===== src/rtl/btk_pkg.sv =====
package btk_pkg;

  typedef enum logic [1:0] {
    ST_IDLE = 2'd0,
    ST_REQ  = 2'd1,
    ST_RDY  = 2'd2,
    ST_PIPE = 2'd3
  } busPhase_t;

  typedef struct packed {
    logic startHit;
    logic endHit;
    logic pipeHit;
  } ctlEvents_t;

endpackage


===== src/rtl/btk_ctrl.sv =====
module btk_ctrl
  import btk_pkg::*;
#(
  parameter bit PIPE_NEEDS_SEL = 1'b1
) (
  input  logic       clk,
  input  logic       rst,
  input  logic       adsN,
  input  logic       rdyN,
  input  logic       sel,
  output busPhase_t  phase,
  output ctlEvents_t evt
);

  busPhase_t phaseNext;
  logic      adsHit;
  logic      adsPipe;

  assign adsHit = !adsN && sel;

  generate
    if (PIPE_NEEDS_SEL) begin : g_pipeQual
      assign adsPipe = adsHit;
    end else begin : g_pipeRaw
      assign adsPipe = !adsN;
    end
  endgenerate

  always_comb begin
    phaseNext = phase;
    evt       = '0;
    case (phase)
      ST_IDLE: begin
        if (adsHit) begin
          phaseNext    = ST_REQ;
          evt.startHit = 1'b1;
        end
      end
      ST_REQ: phaseNext = ST_RDY;
      ST_RDY: begin
        if (!rdyN) begin
          evt.endHit = 1'b1;
          if (adsPipe) begin
            phaseNext   = ST_PIPE;
            evt.pipeHit = 1'b1;
          end else begin
            phaseNext = ST_IDLE;
          end
        end
      end
      ST_PIPE: phaseNext = ST_RDY;
      default: phaseNext = ST_IDLE;
    endcase
  end

  always_ff @(posedge clk) begin
    if (rst) phase <= ST_IDLE;
    else     phase <= phaseNext;
  end

  // request lasts one clock
  p_req_next_r3: assert property (@(posedge clk) disable iff (rst)
    phase == ST_REQ |=> phase == ST_RDY);

  // pipeline lasts one clock
  p_pipe_next_r6: assert property (@(posedge clk) disable iff (rst)
    phase == ST_PIPE |=> phase == ST_RDY);

  // wait states hold
  p_wait_hold_r7: assert property (@(posedge clk) disable iff (rst)
    (phase == ST_RDY && rdyN) |=> phase == ST_RDY);

  // plain end goes idle
  p_end_idle_r4: assert property (@(posedge clk) disable iff (rst)
    (phase == ST_RDY && !rdyN && !adsPipe) |=> phase == ST_IDLE);

  // overlapped end goes to pipeline
  p_pipe_entry_r5: assert property (@(posedge clk) disable iff (rst)
    (phase == ST_RDY && !rdyN && adsPipe) |=> phase == ST_PIPE);

  // unqualified strobe ignored in idle
  p_idle_ignore_r2: assert property (@(posedge clk) disable iff (rst)
    (phase == ST_IDLE && (adsN || !sel)) |=> phase == ST_IDLE);

endmodule


===== src/rtl/btk_datapath.sv =====
module btk_datapath
  import btk_pkg::*;
(
  input  logic       clk,
  input  logic       rst,
  input  ctlEvents_t evt,
  input  busPhase_t  phase,
  output logic       cycStart,
  output logic       cycEnd,
  output logic       pipeStart
);

  always_ff @(posedge clk) begin
    if (rst) begin
      cycStart  <= 1'b0;
      cycEnd    <= 1'b0;
      pipeStart <= 1'b0;
    end else begin
      cycStart  <= evt.startHit;
      cycEnd    <= evt.endHit;
      pipeStart <= evt.pipeHit;
    end
  end

  // start pulse lines up with request phase
  p_start_align_r9: assert property (@(posedge clk) disable iff (rst)
    cycStart |-> phase == ST_REQ);

  // end pulse lines up with idle or pipeline
  p_end_align_r9: assert property (@(posedge clk) disable iff (rst)
    cycEnd |-> (phase == ST_IDLE || phase == ST_PIPE));

  // pipelined start always carries an end
  p_pipe_with_end_r5: assert property (@(posedge clk) disable iff (rst)
    pipeStart |-> (cycEnd && phase == ST_PIPE));

  // pipelined start never repeats on the next clock
  p_pipe_gap_r8: assert property (@(posedge clk) disable iff (rst)
    pipeStart |=> !pipeStart);

endmodule


===== src/rtl/bus_cycle_tracker.sv =====
module bus_cycle_tracker
  import btk_pkg::*;
#(
  parameter bit PIPE_NEEDS_SEL = 1'b1
) (
  input  logic       clk,
  input  logic       rst,
  input  logic       adsN,
  input  logic       rdyN,
  input  logic       sel,
  output logic [1:0] busState,
  output logic       cycStart,
  output logic       cycEnd,
  output logic       pipeStart
);

  busPhase_t  phase;
  ctlEvents_t evt;

  btk_ctrl #(.PIPE_NEEDS_SEL(PIPE_NEEDS_SEL)) u_ctrl (
    .clk   (clk),
    .rst   (rst),
    .adsN  (adsN),
    .rdyN  (rdyN),
    .sel   (sel),
    .phase (phase),
    .evt   (evt)
  );

  btk_datapath u_dp (
    .clk       (clk),
    .rst       (rst),
    .evt       (evt),
    .phase     (phase),
    .cycStart  (cycStart),
    .cycEnd    (cycEnd),
    .pipeStart (pipeStart)
  );

  assign busState = phase;

  // reset clears phase and pulses
  p_reset_r1: assert property (@(posedge clk)
    rst |=> (busState == 2'd0 && !cycStart && !cycEnd && !pipeStart));

endmodule


===== config.mk =====
export PLATFORM = sky130hd
export DESIGN_NAME = bus_cycle_tracker
export DESIGN_NICKNAME = d
export VERILOG_FILES = /design/src/rtl/btk_pkg.sv /design/src/rtl/btk_ctrl.sv /design/src/rtl/btk_datapath.sv /design/src/rtl/bus_cycle_tracker.sv
export SDC_FILE = /design/constraint.sdc
export NUM_CORES = 1
export LEC_CHECK = 0
export ABC_AREA = 0
export BUFFER_PORTS_ARGS = -buffer_cell sky130_fd_sc_hd__buf_2
export CELL_PAD_IN_SITES_DETAIL_PLACEMENT = 1
export CELL_PAD_IN_SITES_GLOBAL_PLACEMENT = 2
export CORE_AREA = 2 2 39 41
export DETAILED_ROUTE_END_ITERATION = 7
export DIE_AREA = 0 0 41 43
export PLACE_DENSITY_LB_ADDON = 0.25
export SETUP_SLACK_MARGIN = 0.05
export SLEW_MARGIN = 20
export SYNTH_ARGS = -nofsm -noshare
export SYNTH_HDL_FRONTEND = slang
export SYNTH_SLANG_ARGS = --single-unit

===== constraint.sdc =====
create_clock -name clk -period 1.25 [get_ports clk]
set_input_delay 0.125 -clock clk [delete_from_list [all_inputs] [get_ports clk]]
set_output_delay 0.125 -clock clk [all_outputs]
set_load 0.01 [all_outputs]

Word level (Yosys, flattened, before mapping)
Index checks and enable logic that the tools add are counted.
{"block": "classes", "n_eq_ne": 5, "bitwise_logic": 2, "muxes": 6, "reduce_logical": 8}
{"operator": "2-bit 2-to-1 mux", "count": 4}
{"operator": "2-bit case mux with 3 select lines", "count": 1}
{"operator": "2-bit OR reduction", "count": 3}
{"operator": "2-bit equality test, second input constant", "count": 2}
{"operator": "3-bit OR reduction", "count": 1}
{"operator": "2-bit by 1-bit equality test with 1-bit output, second input constant", "count": 1}
{"operator": "2-bit logical NOT", "count": 1}
{"operator": "2-bit by 1-bit != test with 1-bit output, second input constant", "count": 1}
{"operator": "2-bit != test, second input constant", "count": 1}
{"operator": "1-bit inverter", "count": 2}
{"operator": "2-bit AND reduction", "count": 1}
{"operator": "1-bit logical AND", "count": 1}
{"operator": "1-bit logical NOT", "count": 1}
{"operator": "1-bit 2-to-1 mux", "count": 1}
{"block": "word_totals", "reg_bits": 5, "wordCells": 25, "out_inout_bits": 5, "inputBits": 5}

Logic depth before layout (Yosys ltp)
{"block": "logic_depth", "depth_word": 5, "depth_mapped": 2, "mapped_depth_nobuf": 2}

Cells and area by module
From an unflattened synthesis, not the netlist that was laid out.
{"block": "hier_totals", "hier_cells": 18, "area_unflattened_um2": 181.4}
{"mod": "btk_ctrl", "seq_area_each_um2": 40.0, "area_each_um2": 102.6, "cells_per_inst": 12, "instances": 1}
{"mod": "btk_datapath", "seq_area_each_um2": 60.1, "area_each_um2": 78.8, "cells_per_inst": 6, "instances": 1}

Worst setup path after synthesis
No wires, ideal clock.
{"block": "synth_timing", "path_kind": "register to register", "startpoint": "register u_ctrl.phase[0]", "endpoint": "register u_ctrl.phase[0]", "n_path_buf": 0, "setup_ns": 0.066, "synth_period_minus_slack_ns": 1.065, "slack_ns": 0.185, "path_stages_with_launch": 3, "t_required_ns": 1.184, "arrival_ns": 0.998, "cell_sequence": "dfxtp_1 > or4b_4 > a21oi_2"}
{"block": "synth_via", "elab_chain_cells": 3, "word_cells_on_any_way": 9, "classes_between": "eq/ne: 5; mux: 1; reduce/logical: 3"}
{"element": "from (decl)", "line": "btk_ctrl.sv:11", "text": "output busPhase_t phase,"}
{"element": "from (signal assigned)", "line": "btk_ctrl.sv:58", "text": "else phase <= phaseNext;"}
{"element": "2-bit by 1-bit equality test with 1-bit output, or another cell as far along", "line": "btk_ctrl.sv:32", "text": "case (phase)"}
{"element": "2-bit OR reduction (no source line), or another cell as far along"}
{"element": "2-bit case mux with 3 select lines / 2-bit AND reduction (equally long branches)"}
Parallel ways exist; a longest one is shown, timed or not.
A chain may end at the register's enable or synchronous reset.

Final worst setup path
Same ends and word-level chain as after synthesis.

==> results.py <==
metrics = {
    "synthesis": {
        "synth_common_cells": "dfxtp_1, nor2_1, nand2b_1",
        "yosysMostFrequentCell": "dfxtp_1",
        "synth_top_area_share_pct": 61.5,
        "ys_seq_elements": 5,
        "async_flop_share_pct": 0,
        "synth.largest_area_cell": "dfxtp_1",
        "synth_warnings": 0,
        "synth_cells": 15,
        "synthTopCellsByArea": "dfxtp_1, nor2_1, or4b_4, nand2b_1, a21oi_2",
        "ys_seq_area_share_pct": 61.5,
        "synth_area_um2": 163,
        "synth_cell_types": 7,
        "syn_nets": 20,
        "synth_edf_count": 0,
        "synthFlopType": "dfxtp_1",
        "post_synth.cell_area_avg_um2": 10.8,
    },
    "global_route": {
        "grt_antenna_before_repair": 0,
        "grt_first_pass_wirelength_um": 703,
        "grt_max_degree": 6,
        "grt_usage_pct": 7.12,
        "grt_pass1_vias": 157,
        "gr-total-overflow": 0,
    },
    "clock_network": {
        "ctsLongestPathBuffers": 2,
        "ctsHoldBuffers": 0,
        "postCtsSetupBuffers": 0,
        "h-tree-depth": 1,
        "cts_made_buffers": 3,
        "clk_latency_ns": 0.24,
        "cts_resized": 0,
        "clkSinkCount": 5,
        "cts_root_buf": "clkbuf_4",
        "cts.clk_slew.worst_paths_ns": 0.05,
        "cts_tree": "yes",
    },
    "drt": {
        "wl_per_cell_um": 9.02,
        "ant_nets": 0,
        "vias": 162,
        "vias_per_cell": 3.68,
        "dr.pass1.iters": 1,
        "wl_um": 397,
        "drc": 0,
        "dr.first_iter.drc_count": 0,
    },
    "final_layout": {
        "drive_above_1_share_pct": 50.0,
        "num_antenna_cells": 0,
        "layout.nets": 34,
        "stdcell_count": 44,
        "area_growth_pct": 56.2,
        "fin_util_pct": 18.4,
        "design_area_um2": 254,
    },
    "setup_path": {
        "rr_startpoint": "u_ctrl.phase[0]",
        "worstPathArrival_ns": 1.26,
        "slowest_delay_ns": 0.57,
        "criticalPathCategory": "flip-flop to flip-flop",
        "path_max_fanout": 5,
        "critical_path.top_delay_family": "simple AND/OR/NAND/NOR gates",
        "r2r_setup_slack_ns": 0.17,
        "rr_worst_depth": 2,
        "crit_chain": "or4b_4 -> a21oi_2",
        "crit_path_start_kind": "flip-flop",
        "reg2reg_to": "u_ctrl.phase[0]",
        "end_kind": "flip-flop",
        "critPathSlowestCell": "or4b_4",
        "crit_buf_inv": 0,
        "cp_data_required_time_ns": 1.43,
    },
    "power": {
        "p_leak_nw": 0.117,
        "ir_drop_v": 0.000309,
        "power_density_nw_per_um2": 1500,
        "p_total_mw": 0.382,
    },
    "worst_hold_path": {
        "hold_depth": 2,
        "hp-class": "primary input to flip-flop",
        "holdPathEnd": "u_ctrl.phase[1]",
        "worstHoldStart": "rst",
    },
    "sta": {
        "fin_setup_tns_ns": 0,
        "min_period_ns": 1.08,
        "finalSetupViolCount": 0,
        "fin_crit_sh_pct": 86.1,
        "max_slew_margin_pct": 87.2,
        "hold_viol_final": 0,
        "fin_ws_ns": 0.174,
        "maxSlewViolCount": 0,
        "worst_slew_pin_slew_ns": 0.192,
        "rsz0062_at_grt": "false",
        "timing.hold.ws_ns": 0.0768,
        "finClkSkew_ns": 0.00730,
        "clock.fmax_mhz": 929,
    },
    "run": {
        "drv_cap": 0,
    },
    "die": {
        "pin_count": 10,
        "core_area_um2": 1380,
        "dieArea_um2": 1760,
        "rows": 14,
        "die_w_um": 41,
        "start_util_pct": 11.8,
        "die_y_um": 43,
    },
    "placed_design": {
        "io_buffers": 9,
        "place_area_um2": 228,
        "place_congestion": 0.633,
        "dp_slack_ns": 0.191,
        "placed_cells": 40,
    },
    "outcome": {
        "outcome": "completed",
    },
}
## cell type report
type,instances,area (µm²)
tap,16,20.0
multi-input combinational,10,62.6
sequential,5,100
clock buffer,4,26.3
timing repair buffer,9,45.0
fill,166,1130
## power by group
part           switching, mW  internal [mW]
Combinational         0.0123         0.0131
Clock                 0.0676          0.121
Sequential           0.00375          0.164
## cell usage in the layout (no fill, tap or decap)
| cell | count |
|---|---|
| or4b_4 | 1 |
| nor2_1 | 4 |
| a211oi_1 | 1 |
| dfxtp_1 | 5 |
| buf_2 | 9 |
| nor3_1 | 1 |
| clkbuf_1 | 1 |
| nand2b_1 | 2 |
| a21oi_2 | 1 |
| clkbuf_4 | 3 |
## registers in the layout (all words and copies together), names as in the netlist
name	count
u_dp.cycEnd	1
u_ctrl.phase	2
u_dp.pipeStart	1
u_dp.cycStart	1
## cells by family after synthesis
kind of cell,after synthesis,synth area share [%]
AND/OR/NAND/NOR,8,28.5
flip-flops,5,61.5
AO/OA/AOI/OAI,2,10.0
## worst max path at each step
| stage | end | slack (ns) | cells past startpoint | from |
|---|---|---|---|---|
| final | u_ctrl.phase[0] | 0.17 | 2 | u_ctrl.phase[0] |
| after global routing | u_ctrl.phase[0] | 0.12 | 2 | u_ctrl.phase[0] |
| after CTS | u_ctrl.phase[0] | 0.17 | 2 | u_ctrl.phase[0] |
| after detailed placement | u_ctrl.phase[0] | 0.19 | 2 | u_ctrl.phase[0] |
| after global placement | u_ctrl.phase[0] | 0.19 | 2 | u_ctrl.phase[0] |
| after floorplan | u_ctrl.phase[0] | 0.19 | 2 | u_ctrl.phase[0] |
## layer usage
metal  GRT usage [%]  vias to the layer above  wire, µm
met5               0                        -         0
met4            8.00                        0         0
met3            6.28                        0        51
met2            7.50                       12       183
met1            7.37                       72       162
li1                -                       78         -
Power figures use the tool's default switching activity.
